===== src/rtl/fsel_pkg.sv =====
package fsel_pkg;

   typedef enum logic [2:0] {
      SEL_SEQ  = 3'd0,
      SEL_HOLD = 3'd1,
      SEL_BTAC = 3'd2,
      SEL_REDIR = 3'd3
   } fsel_src_e;

   localparam int unsigned INSTR_BYTES = 4;
   localparam int unsigned INSTR_SHIFT = 2;

endpackage


===== src/rtl/fsel_group.sv =====
module fsel_group #(
   parameter int unsigned AW        = 32,
   parameter int unsigned BLK_INSTR = 8,
   parameter int unsigned GROUP_MAX = 4,
   localparam int unsigned WI = $clog2(BLK_INSTR),
   localparam int unsigned GW = $clog2(GROUP_MAX + 1)
) (
   input  logic [AW-1:0] addr_i,
   output logic [GW-1:0] group_o
);
   localparam int unsigned RW = WI + 1;

   logic [WI-1:0] word_idx;
   logic [RW-1:0] remain;

   assign word_idx = addr_i[WI+fsel_pkg::INSTR_SHIFT-1:fsel_pkg::INSTR_SHIFT];
   assign remain   = RW'(BLK_INSTR) - RW'(word_idx);

   generate
      if (GROUP_MAX >= BLK_INSTR) begin : g_whole_block
         assign group_o = GW'(remain);
      end else begin : g_clamped
         assign group_o = (remain < RW'(GROUP_MAX)) ? GW'(remain) : GW'(GROUP_MAX);
      end
   endgenerate

endmodule


===== src/rtl/fsel_redirect_arb.sv =====
module fsel_redirect_arb #(
   parameter int unsigned NSTG = 3,
   parameter int unsigned AW   = 32,
   localparam int unsigned PW = $clog2(NSTG + 1)
) (
   input  logic [NSTG-1:0]    vld_i,
   input  logic [NSTG*AW-1:0] tgt_i,
   output logic               any_o,
   output logic [AW-1:0]      tgt_o,
   output logic [NSTG-1:0]    kill_o,
   output logic [PW-1:0]      penalty_o
);
   // Index 0 is the earliest stage; a higher index overrides a lower one.
   always_comb begin
      any_o     = 1'b0;
      tgt_o     = '0;
      kill_o    = '0;
      penalty_o = '0;
      for (int i = 0; i < NSTG; i++) begin
         if (vld_i[i]) begin
            any_o     = 1'b1;
            tgt_o     = tgt_i[i*AW +: AW];
            penalty_o = PW'(i + 1);
            for (int j = 0; j < NSTG; j++) begin
               kill_o[j] = (j <= i);
            end
         end
      end
   end

endmodule


===== src/rtl/fsel_pc_reg.sv =====
module fsel_pc_reg #(
   parameter int unsigned   AW        = 32,
   parameter logic [AW-1:0] RESET_VEC = '0
) (
   input  logic          clk,
   input  logic          rst_n,
   input  logic [AW-1:0] d_i,
   output logic [AW-1:0] q_o
);
   always_ff @(posedge clk) begin
      if (!rst_n) q_o <= RESET_VEC;
      else        q_o <= d_i;
   end
endmodule


===== src/rtl/fetch_addr_sel.sv =====
module fetch_addr_sel #(
   parameter int unsigned   AW        = 32,
   parameter int unsigned   BLK_BYTES = 32,
   parameter int unsigned   GROUP_MAX = 4,
   parameter logic [AW-1:0] RESET_VEC = 32'h0000_1000,
   localparam int unsigned BLK_INSTR = BLK_BYTES / fsel_pkg::INSTR_BYTES,
   localparam int unsigned GW        = $clog2(GROUP_MAX + 1),
   localparam int unsigned NSTG      = 3,
   localparam int unsigned PW        = $clog2(NSTG + 1)
) (
   input  logic            clk,
   input  logic            rst_n,
   input  logic            stall_i,
   input  logic            btac_hit_i,
   input  logic [AW-1:0]   btac_tgt_i,
   input  logic            dec_redir_i,
   input  logic [AW-1:0]   dec_tgt_i,
   input  logic            dec_via_lnk_i,
   input  logic            lnk_pend_i,
   input  logic            dsp_redir_i,
   input  logic [AW-1:0]   dsp_tgt_i,
   input  logic            exe_redir_i,
   input  logic [AW-1:0]   exe_tgt_i,
   output logic [AW-1:0]   fetch_addr_o,
   output logic [GW-1:0]   group_o,
   output logic [AW-1:0]   next_addr_o,
   output logic [NSTG-1:0] kill_o,
   output logic [PW-1:0]   penalty_o
);
   import fsel_pkg::*;

   generate
      if (BLK_INSTR < 2 || (BLK_INSTR & (BLK_INSTR - 1)) != 0) begin : g_bad_blk
         $error("BLK_BYTES must give a power-of-two instruction count of at least 2");
      end
      if (GROUP_MAX < 1 || GROUP_MAX > BLK_INSTR) begin : g_bad_grp
         $error("GROUP_MAX must lie between 1 and the block instruction count");
      end
      if (RESET_VEC[1:0] != 2'b00) begin : g_bad_vec
         $error("RESET_VEC must be instruction aligned");
      end
   endgenerate

   logic              dec_ok;
   logic [NSTG-1:0]   redir_vld;
   logic [NSTG*AW-1:0] redir_tgt;
   logic              redir_any;
   logic [AW-1:0]     redir_sel;
   logic [AW-1:0]     raw_next;
   fsel_src_e         src;

   // A link/count based decode fix is only trusted once that register is settled.
   assign dec_ok    = dec_redir_i & ~(dec_via_lnk_i & lnk_pend_i);
   assign redir_vld = {exe_redir_i, dsp_redir_i, dec_ok};
   assign redir_tgt = {exe_tgt_i, dsp_tgt_i, dec_tgt_i};

   fsel_redirect_arb #(.NSTG(NSTG), .AW(AW)) u_arb (
      .vld_i     (redir_vld),
      .tgt_i     (redir_tgt),
      .any_o     (redir_any),
      .tgt_o     (redir_sel),
      .kill_o    (kill_o),
      .penalty_o (penalty_o)
   );

   fsel_group #(.AW(AW), .BLK_INSTR(BLK_INSTR), .GROUP_MAX(GROUP_MAX)) u_grp (
      .addr_i  (fetch_addr_o),
      .group_o (group_o)
   );

   always_comb begin
      if (redir_any)       src = SEL_REDIR;
      else if (stall_i)    src = SEL_HOLD;
      else if (btac_hit_i) src = SEL_BTAC;
      else                 src = SEL_SEQ;
   end

   always_comb begin
      unique case (src)
         SEL_REDIR: raw_next = redir_sel;
         SEL_HOLD:  raw_next = fetch_addr_o;
         SEL_BTAC:  raw_next = btac_tgt_i;
         default:   raw_next = fetch_addr_o + (AW'(group_o) << INSTR_SHIFT);
      endcase
   end

   assign next_addr_o = {raw_next[AW-1:INSTR_SHIFT], {INSTR_SHIFT{1'b0}}};

   fsel_pc_reg #(.AW(AW), .RESET_VEC(RESET_VEC)) u_pc (
      .clk   (clk),
      .rst_n (rst_n),
      .d_i   (next_addr_o),
      .q_o   (fetch_addr_o)
   );

endmodule


===== config.mk =====
export PLATFORM = sky130hd
export DESIGN_NAME = fetch_addr_sel
export DESIGN_NICKNAME = d
export VERILOG_FILES = /design/src/rtl/fsel_pkg.sv /design/src/rtl/fsel_group.sv /design/src/rtl/fsel_redirect_arb.sv /design/src/rtl/fsel_pc_reg.sv /design/src/rtl/fetch_addr_sel.sv
export SDC_FILE = /design/constraint.sdc
export NUM_CORES = 1
export LEC_CHECK = 0
export BUFFER_PORTS_ARGS = -buffer_cell sky130_fd_sc_hd__buf_4
export CAP_MARGIN = 20
export CORE_ASPECT_RATIO = 0.75
export CORE_MARGIN = 5
export CORE_UTILIZATION = 41
export DETAILED_ROUTE_END_ITERATION = 8
export PLACE_DENSITY_LB_ADDON = 0.05
export SLEW_MARGIN = 10
export SYNTH_ARGS = -nofsm -noshare
export SYNTH_HDL_FRONTEND = slang
export SYNTH_HIERARCHICAL = 1
export SYNTH_SLANG_ARGS = --single-unit

===== constraint.sdc =====
create_clock -name clk -period 2.4 [get_ports clk]
set_input_delay 0.12 -clock clk [delete_from_list [all_inputs] [get_ports clk]]
set_output_delay 0.12 -clock clk [all_outputs]
set_load 0.05 [all_outputs]

==> flow_metrics.tcl, run 1 <==
set metrics [dict create \
    status "complete, but fails checks" \
    failed_checks "setup timing" \
    gate_count_after_technology_mapping 451 \
    grt-ovfl-total 0 \
    postRouteAntennaNets 0 \
    grt_usage_pct 27.1 \
    seq_area_sq_um 649 \
    least_margin_pin_slew_ns 0.738 \
    worst_r2r_endpoint "u_pc/q_o[12]" \
    switchingPower_mw 1.35 \
    hold_violation_count_in_the_final_report 0 \
    slew-limit-headroom_pct 50.6 \
    gpl.final_weighted_congestion 0.848 \
    post-route-drc-count 0 \
    first_pass_grt_wire_length_um 23700 \
    cell_area_after_synthesis_sq_um 3630 \
    setup_repair_after_global_routing_missed_its_margin "yes" \
    finalNetCount 819 \
    placement.cell_area_sq_um 5680 \
    pre_cts_slack_ns -0.352 \
    cts_max_path_buffers 2 \
    powerDensity_nw_per_um2 478 \
    timing.max_cap.violations 0 \
    rows 29 \
    grt_max_degree 64 \
    fin_crit_ns 2.98 \
    path_clk_slew_ns 0.06 \
    place.detailed.hpwl_um 11100 \
    postSynthAreaPerCell_sq_um 8.06 \
    postLayoutSetupSlackWorst_ns -0.576 \
    design_area_sq_um 6730 \
    number_of_antenna_diodes 0 \
    crit_type "flop to output pin" \
    ioPinCount 209 \
    hold_path_end "u_pc/q_o[28]" \
    numCtsBuffers 5 \
    power.switching_fraction_pct 42.0 \
    die_height_um 91.5 \
    timing.final.setup_violations 55 \
    hold_path_startpoint "rst_n" \
    internal_power_mw 1.87 \
    finalClockSkew_ns 0.00660 \
    firstDrtPassIters 5 \
    wire_per_inst_um 21.9 \
    registers_with_the_most_flip_flops "u_pc/q_o: 32 flops" \
    registers.top_by_ff_count "u_pc/q_o" \
    drive_gt1_share_pct 68.1 \
    cts_tree "done" \
    regToRegSetupSlack_ns -0.47 \
    routed_vias_inst 5.80 \
    drt-total-wl_um 17200 \
    clk_lat_worst_skew_ns 0.28 \
    r2r_start "u_pc/q_o[3]" \
    crit_path_end_kind "output pin" \
    final_util_pct 78.6 \
    largest_register_ff_count 32 \
    final.setup.tns_ns -17.48 \
    min_period_over_period_pct 124 \
    die_area_sq_um 10900 \
    cts_hold_repair.buffers 0 \
    grt_pass1_vias 4357 \
    max_clock_freq_mhz 336 \
    multi_input_comb_area_sq_um 3590 \
    total_via_count_after_detailed_routing 4562 \
    drtIter0Drc 499 \
    chipWidth_um 119 \
    final-max-slew-violation-count 0 \
    h-tree-depth 2 \
    cell_at_the_root_of_the_clock_tree "clkbuf_16" \
    total_clock_sinks 32 \
    r2r.worst_path.cells 13 \
    timing.hold.worst_path_depth 2 \
    power.share.clock_pct 25.2 \
    antenna_found_initial 0 \
    sequentialPowerShare_pct 20.4 \
    min-delay-path-class "input port to flop" \
    fill_cells 533 \
    worst-endpoint-arrival_ns 2.86 \
    crit_path_max_fanout 5 \
    required_worst_endpoint_ns 2.28 \
    synth_warnings 6 \
    worst_vdd_drop_uv 262 \
    synthToLayoutAreaGrowth_pct 85.3 \
    critPathLaunchType "flop" \
    io_buffers 198 \
    comb_power_share_pct 54.3 \
    start_util_pct 42.4 \
    static-leakage-power_nw 2.86 \
    fp.coreArea_sq_um 8560 \
]
## worst max-delay path, cell delays in order (launching register included)
cell and delay (ns):
dfxtp_4 0.36, buf_4 0.18, nor2_1 0.08, o21a_4 0.24
ha_4 0.28, o211ai_1 0.11, buf_4 0.20, nor3_4 0.23
buf_6 0.19, nand3_4 0.09, xor2_2 0.23, a21oi_4 0.19
buf_6 0.18
## power by group through the flow
stage                     logic, mW  clock network, mW  registers [mW]
final                          1.75              0.812           0.658
after global routing           1.82              0.831           0.662
after CTS                      1.63              0.800           0.645
after detailed placement       1.50                  0           0.648
after global placement         1.49                  0           0.647
after floorplan               0.845                  0           0.807
## cell usage in the layout (no fill, tap or decap), types with 5 or more instances in the layout
cell type and instances:
xnor2_2 11, and2_4 21, mux2i_1 11, nand2_1 12
buf_6 40, and2_2 11, buf_4 208, buf_8 5
nand3b_1 30, a21oi_4 24, clkbuf_16 5, nor2_1 26
xor2_2 9, a211oi_1 11, dfxtp_1 29, nor3_4 6
and3_1 6, nor2b_1 31, o22ai_1 17, a21oi_2 61
a21oi_1 13
## metrics by stage
step	hold slack, ns	total power, mW	std cells
6_report	0.293	3.22	786
3_3_place_gp	0.550	2.13	751
4_1_cts	0.278	3.07	772
3_5_place_dp	0.555	2.15	751
5_1_grt	0.301	3.31	786
2_1_floorplan	0.262	1.65	454
## final cells by class
| type | instances | area share [%] |
|---|---|---|
| multi-input cells | 375 | 53.3 |
| repair buffers | 256 | 31.9 |
| flip-flops and latches | 32 | 9.64 |
| clock buffers | 7 | 2.27 |
| well taps | 108 | 2.01 |
| inverters | 7 | 0.465 |
| clock inverters | 1 | 0.446 |
## repair_timing
action,4_1_cts,5_1_grt
setup buffers,15,14
gates resized for setup,95,39
endpoints found under the setup margin,48,55
pin swaps,33,33
endpoints found under the hold margin,0,0
## worst max path at each step
stage                      from              end  depth (start not counted)
global route        u_pc/q_o[2]  next_addr_o[19]                         13
CTS                 u_pc/q_o[3]  next_addr_o[28]                         13
floorplan           u_pc/q_o[2]     u_pc/q_o[12]                         12
global placement    u_pc/q_o[3]  next_addr_o[31]                         11
detailed placement  u_pc/q_o[3]  next_addr_o[31]                         11
finish              u_pc/q_o[3]  next_addr_o[19]                         12
## layer usage
layer	share of wire (%)	global-route usage, %	vias up
li1	-	-	2049
met1	40	35.4	2143
met2	46	43.8	311
met3	11	8.51	59
met4	3.4	6.46	0
met5	0	0	-
Power figures use the tool's default switching activity.
==> run 2, diff against run 1 <==
--- a/config.mk
+++ b/config.mk
@@ -17,3 +17,4 @@
 export SYNTH_HDL_FRONTEND = slang
 export SYNTH_HIERARCHICAL = 1
 export SYNTH_SLANG_ARGS = --single-unit
+export TNS_END_PERCENT = 10
==> flow_metrics.tcl, run 2 (synthesis gave the netlist of run 1 again) <==
set metrics [dict create \
    status "complete, but fails checks" \
    failed_checks "setup timing" \
    design_area_sq_um 6240 \
    finalClockSkew_ns 0.00235 \
    first_pass_grt_wire_length_um 22600 \
    fin_worst_hold_slack_ns 0.280 \
    power.share.clock_pct 24.9 \
    routed_vias_inst 5.49 \
    cp_slowest_cell "fa_2" \
    cts_tree "done" \
    registers.top_by_ff_count "u_pc/q_o" \
    grt_pass1_vias 4152 \
    worst-endpoint-arrival_ns 2.74 \
    drtIter0Drc 230 \
    clk_lat_worst_skew_ns 0.28 \
    commonest_cells_after_routing_fill_and_taps_aside "205 x buf_4, 66 x a21oi_2, 31 x nor2b_1" \
    start_util_pct 42.4 \
    grt-ovfl-total 0 \
    postRouteAntennaNets 0 \
    wire_per_inst_um 19.3 \
    sequentialPowerShare_pct 22.0 \
    antenna_found_initial 0 \
    registers_with_the_most_flip_flops "u_pc/q_o: 32 flops" \
    gpl.final_weighted_congestion 0.876 \
    placedCellCount 745 \
    ioPinCount 209 \
    required_worst_endpoint_ns 2.28 \
    leading_cell_type_in_the_layout_fill_and_taps_excluded "buf_4" \
    timing.final.setup_violations 44 \
    h-tree-depth 2 \
    fp.coreArea_sq_um 8560 \
    numCtsBuffers 5 \
    drive_gt1_share_pct 64.5 \
    postLayoutSetupSlackWorst_ns -0.458 \
    hold_violation_count_in_the_final_report 0 \
    min_period_over_period_pct 119 \
    die_height_um 91.5 \
    timing.max_cap.violations 0 \
    path_clk_slew_ns 0.06 \
    placement.cell_area_sq_um 5540 \
    fill_cells 646 \
    finalNonFillerCells 764 \
    cell_at_the_root_of_the_clock_tree "clkbuf_16" \
    least_margin_pin_slew_ns 0.943 \
    critical_path.max_stage_delay_ns 0.36 \
    crit_path_cell_trace "inv_4 > ha_4 > nand2b_4 > a21oi_4 > ha_4 > fa_2 > a21o_4 > and3b_2 > and4_4 > xnor2_2 > o221ai_4 > buf_6" \
    cts_max_path_buffers 2 \
    final_util_pct 72.9 \
    static-leakage-power_nw 2.60 \
    crit_type "flop to output pin" \
    place.detailed.hpwl_um 11100 \
    switchingPower_mw 1.27 \
    number_of_antenna_diodes 0 \
    crit_path_max_fanout 5 \
    comb_power_share_pct 53.1 \
    worst_vdd_drop_uv 294 \
    slew-limit-headroom_pct 36.9 \
    chipWidth_um 119 \
    largest_register_ff_count 32 \
    grt_usage_pct 25.7 \
    final-max-slew-violation-count 0 \
    power.switching_fraction_pct 42.3 \
    firstDrtPassIters 5 \
    design_power_total_mw 3.00 \
    fin_crit_ns 2.86 \
    total_via_count_after_detailed_routing 4191 \
    min-delay-path-class "input port to flop" \
    synthToLayoutAreaGrowth_pct 71.7 \
    max_clock_freq_mhz 350 \
    cts_hold_repair.buffers 0 \
    pre_cts_slack_ns -0.353 \
    total_clock_sinks 32 \
    rows 29 \
    final.setup.tns_ns -10.68 \
    grt_max_degree 64 \
    drt-total-wl_um 14700 \
    critPathLaunchType "flop" \
    powerDensity_nw_per_um2 481 \
    post-route-drc-count 0 \
    io_buffers 198 \
    crit_path_end_kind "output pin" \
    cp_num_buf_inv 2 \
    internal_power_mw 1.73 \
    die_area_sq_um 10900 \
    cpLargestDelayFamily "adder cells" \
    setup_repair_after_global_routing_missed_its_margin "yes" \
    finalNetCount 797 \
    critical_path.most_common_cell "ha_4" \
]
## run 2: cell count changes in the layout (fill, tap and decap cells not counted), sizes merged
cell	before	now
clkbuf	7	6
buf	256	234
clkinv	0	1
## run 2: final cells by class
| type | count | area (sq um) | share of cell area, % |
|---|---|---|---|
| clock inverter | 2 | 35.0 | 0.562 |
| inverter | 7 | 31.3 | 0.501 |
| tap | 108 | 135 | 2.17 |
| timing repair buffer | 234 | 1890 | 30.2 |
| multi-input combinational | 375 | 3370 | 54.1 |
| sequential | 32 | 649 | 10.4 |
| clock buffer | 6 | 129 | 2.07 |
## run 2: routing by layer
layer  GRT usage (%)  vias up  wire (um)
li1                -     1998          -
met5               0        -          0
met2            41.7      197       6810
met4            5.98        0        267
met1            34.8     1977       6270
met3            6.09       19       1370
## run 2: worst paths after layout
check / endpoint / cells past startpoint / slack (ns) / startpoint
setup / recovery: next_addr_o[12] / 12 / -0.46 / u_pc/q_o[2]
hold / removal: u_pc/q_o[9] / 2 / 0.28 / rst_n
setup reg to reg: u_pc/q_o[12] / 13 / -0.36 / u_pc/q_o[2]
hold reg to reg: u_pc/q_o[31] / 3 / 0.81 / u_pc/q_o[31]
## run 2: timing repair
action                     in CTS  in global routing
gates resized for setup        73                 16
setup endpoints to repair      48                 54
pin swaps                      33                 14
setup buffers                   6                  5
## run 2: worst register-to-register path, cell delays in order (launching register included)
cell and delay (ns):
dfxtp_4 0.35, inv_4 0.06, ha_4 0.13, nand2b_4 0.14, a21oi_4 0.06, ha_4 0.16
fa_2 0.36, a21o_4 0.24, and3b_2 0.24, and4_4 0.20, xnor2_2 0.17, o221ai_4 0.13
buf_4 0.17, or2b_1 0.23
## run 2: power by group through the flow
stage	Clock, mW	Sequential, mW	Combinational [mW]
floorplan	0	0.806	0.816
global placement	0	0.652	1.44
detailed placement	0	0.655	1.46
CTS	0.749	0.653	1.55
global route	0.776	0.668	1.67
finish	0.747	0.660	1.59
==> run 3, diff against run 2 <==
--- a/config.mk
+++ b/config.mk
@@ -11,7 +11,7 @@
 export CORE_MARGIN = 5
 export CORE_UTILIZATION = 41
 export DETAILED_ROUTE_END_ITERATION = 8
-export PLACE_DENSITY_LB_ADDON = 0.05
+export PLACE_DENSITY = 0.88
 export SLEW_MARGIN = 10
 export SYNTH_ARGS = -nofsm -noshare
 export SYNTH_HDL_FRONTEND = slang
==> flow_metrics.tcl, run 3 (synthesis gave the netlist of run 1 again) <==
set metrics [dict create \
    crit_path_cell_trace "inv_4 > ha_4 > nand2b_4 > o21a_4 > nor2b_4 > fa_2 > a21o_1 > nand4_1 > nor4_2 > xnor2_1 > a21oi_4 > buf_6" \
    worst_vdd_drop_uv 313 \
    seq_area_sq_um 649 \
    setup_repair_after_global_routing_missed_its_margin "yes" \
    number_of_antenna_diodes 0 \
    h-tree-depth 2 \
    failed_checks "setup timing" \
    numCtsBuffers 5 \
    total_via_count_after_detailed_routing 4304 \
    least_margin_pin_slew_ns 0.680 \
    ioPinCount 209 \
    hold_violation_count_in_the_final_report 0 \
    chipWidth_um 119 \
    final.setup.tns_ns -12.57 \
    io_buffers 198 \
    crit_path_end_kind "output pin" \
    max_clock_freq_mhz 343 \
    static-leakage-power_nw 2.60 \
    powerDensity_nw_per_um2 464 \
    startpoint "u_pc/q_o[2]" \
    die_height_um 91.5 \
    fill_cells 579 \
    cts_tree "done" \
    final-max-slew-violation-count 0 \
    fin_crit_ns 2.91 \
    min_period_over_period_pct 121 \
    die_area_sq_um 10900 \
    grt_usage_pct 26.6 \
    wire_per_inst_um 20.1 \
    antenna_found_initial 1 \
    rows 29 \
    path_clk_slew_ns 0.06 \
    finalNetCount 797 \
    crit_path_max_fanout 4 \
    grt-ovfl-total 0 \
    cts_max_path_buffers 2 \
    first_pass_grt_wire_length_um 23300 \
    r2r_start "u_pc/q_o[2]" \
    timing.max_cap.violations 0 \
    postLayoutSetupSlackWorst_ns -0.513 \
    critical_path.max_stage_delay_ns 0.37 \
    placement.cell_area_sq_um 5520 \
    crit_type "flop to output pin" \
    registers.top_by_ff_count "u_pc/q_o" \
    registers_with_the_most_flip_flops "u_pc/q_o: 32 flops" \
    total_clock_sinks 32 \
    firstDrtPassIters 5 \
    hold_path_startpoint "rst_n" \
    regToRegSetupSlack_ns -0.32 \
    synthToLayoutAreaGrowth_pct 71.3 \
    grt_pass1_vias 4254 \
    drive_gt1_share_pct 64.8 \
    timing.final.setup_violations 54 \
    clk_lat_worst_skew_ns 0.28 \
    slew-limit-headroom_pct 54.5 \
    finalClockSkew_ns 0.00520 \
    cell_at_the_root_of_the_clock_tree "clkbuf_16" \
    post-route-drc-count 0 \
    routed_vias_inst 5.63 \
    commonest_cells_after_routing_fill_and_taps_aside "202 x buf_4, 66 x a21oi_2, 31 x nor2b_1" \
    fp.coreArea_sq_um 8560 \
    status "complete, but fails checks" \
    drtIter0Drc 300 \
    start_util_pct 42.4 \
    drt-total-wl_um 15400 \
    required_worst_endpoint_ns 2.28 \
    largest_register_ff_count 32 \
    min-delay-path-class "input port to flop" \
    postRouteAntennaNets 0 \
    leading_cell_type_in_the_layout_fill_and_taps_excluded "buf_4" \
    critPathLaunchType "flop" \
    place.detailed.hpwl_um 11300 \
    cp_slowest_cell "dfxtp_4" \
    gpl.final_weighted_congestion 0.870 \
    design_area_sq_um 6230 \
    multi_input_comb_area_sq_um 3380 \
    grt_max_degree 64 \
    worst-endpoint-arrival_ns 2.79 \
]
-- run 3: cell types whose count changed in the layout (fill, tap and decap cells not counted), sizes merged --
cell,before,now
bufinv,1,0
clkbuf,6,7
-- run 3: path summary, 6_finish.rpt --
| path | to | cells past startpoint |
|---|---|---|
| setup / recovery | next_addr_o[30] | 12 |
| hold / removal | u_pc/q_o[12] | 2 |
| setup reg to reg | u_pc/q_o[31] | 16 |
| hold reg to reg | u_pc/q_o[21] | 3 |
-- run 3: per-stage QoR --
step                hold WS, ns  util, %  power, mW  setup slack, ns  instances
floorplan                 0.262        -       1.62           -0.689        454
CTS                       0.276     71.1       2.83           -0.454        758
finish                    0.284     72.7       2.89           -0.513        764
global route              0.292     72.7       3.00           -0.630        764
global placement          0.545     64.4       2.08           -0.243        742
detailed placement        0.556     64.4       2.10           -0.325        742
-- run 3: power breakdown --
group	internal, mW	switching (mW)	leakage, nW	total, mW
registers	0.578	0.0864	0.268	0.665
logic	0.662	0.936	2.27	1.60
clock network	0.384	0.243	0.0679	0.626
total	1.62	1.27	2.60	2.89
-- run 3: layer usage --
metal  part of all wire [%]  wire length [um]  vias up  track usage [%]
met1                     40              6140     2015             33.8
li1                       -                 -     2014                -
met3                     10              1580       24             8.26
met5                   0.12                19        -                0
met4                    1.7               263        2             6.17
met2                     48              7380      249             44.2
-- run 3: worst max-delay path: cells and delay by family, from the launching register on --
kind | cells | cell delay, ns
flops | 1 | 0.37
compound gates | 3 | 0.49
simple gates | 4 | 0.91
xor+xnor | 1 | 0.15
fa+ha+maj | 2 | 0.38
buf+inv | 2 | 0.22
-- run 3: final cells by class --
cell class,count,area share [%]
inverters,7,0.462
well taps,108,2.17
repair buffers,234,30.4
flip-flops and latches,32,10.4
clock buffers,7,2.13
multi-input cells,375,54.3
clock inverters,1,0.0804
-- run 3: what timing repair did --
action / 4_1_cts / 5_1_grt
setup endpoints to repair: 50 / 56
endpoints found under the hold margin: 0 / 0
pin swaps: 29 / 12
buffers inserted: 8 / 6
gates resized for setup: 73 / 22
hold buffers: 0 / 0
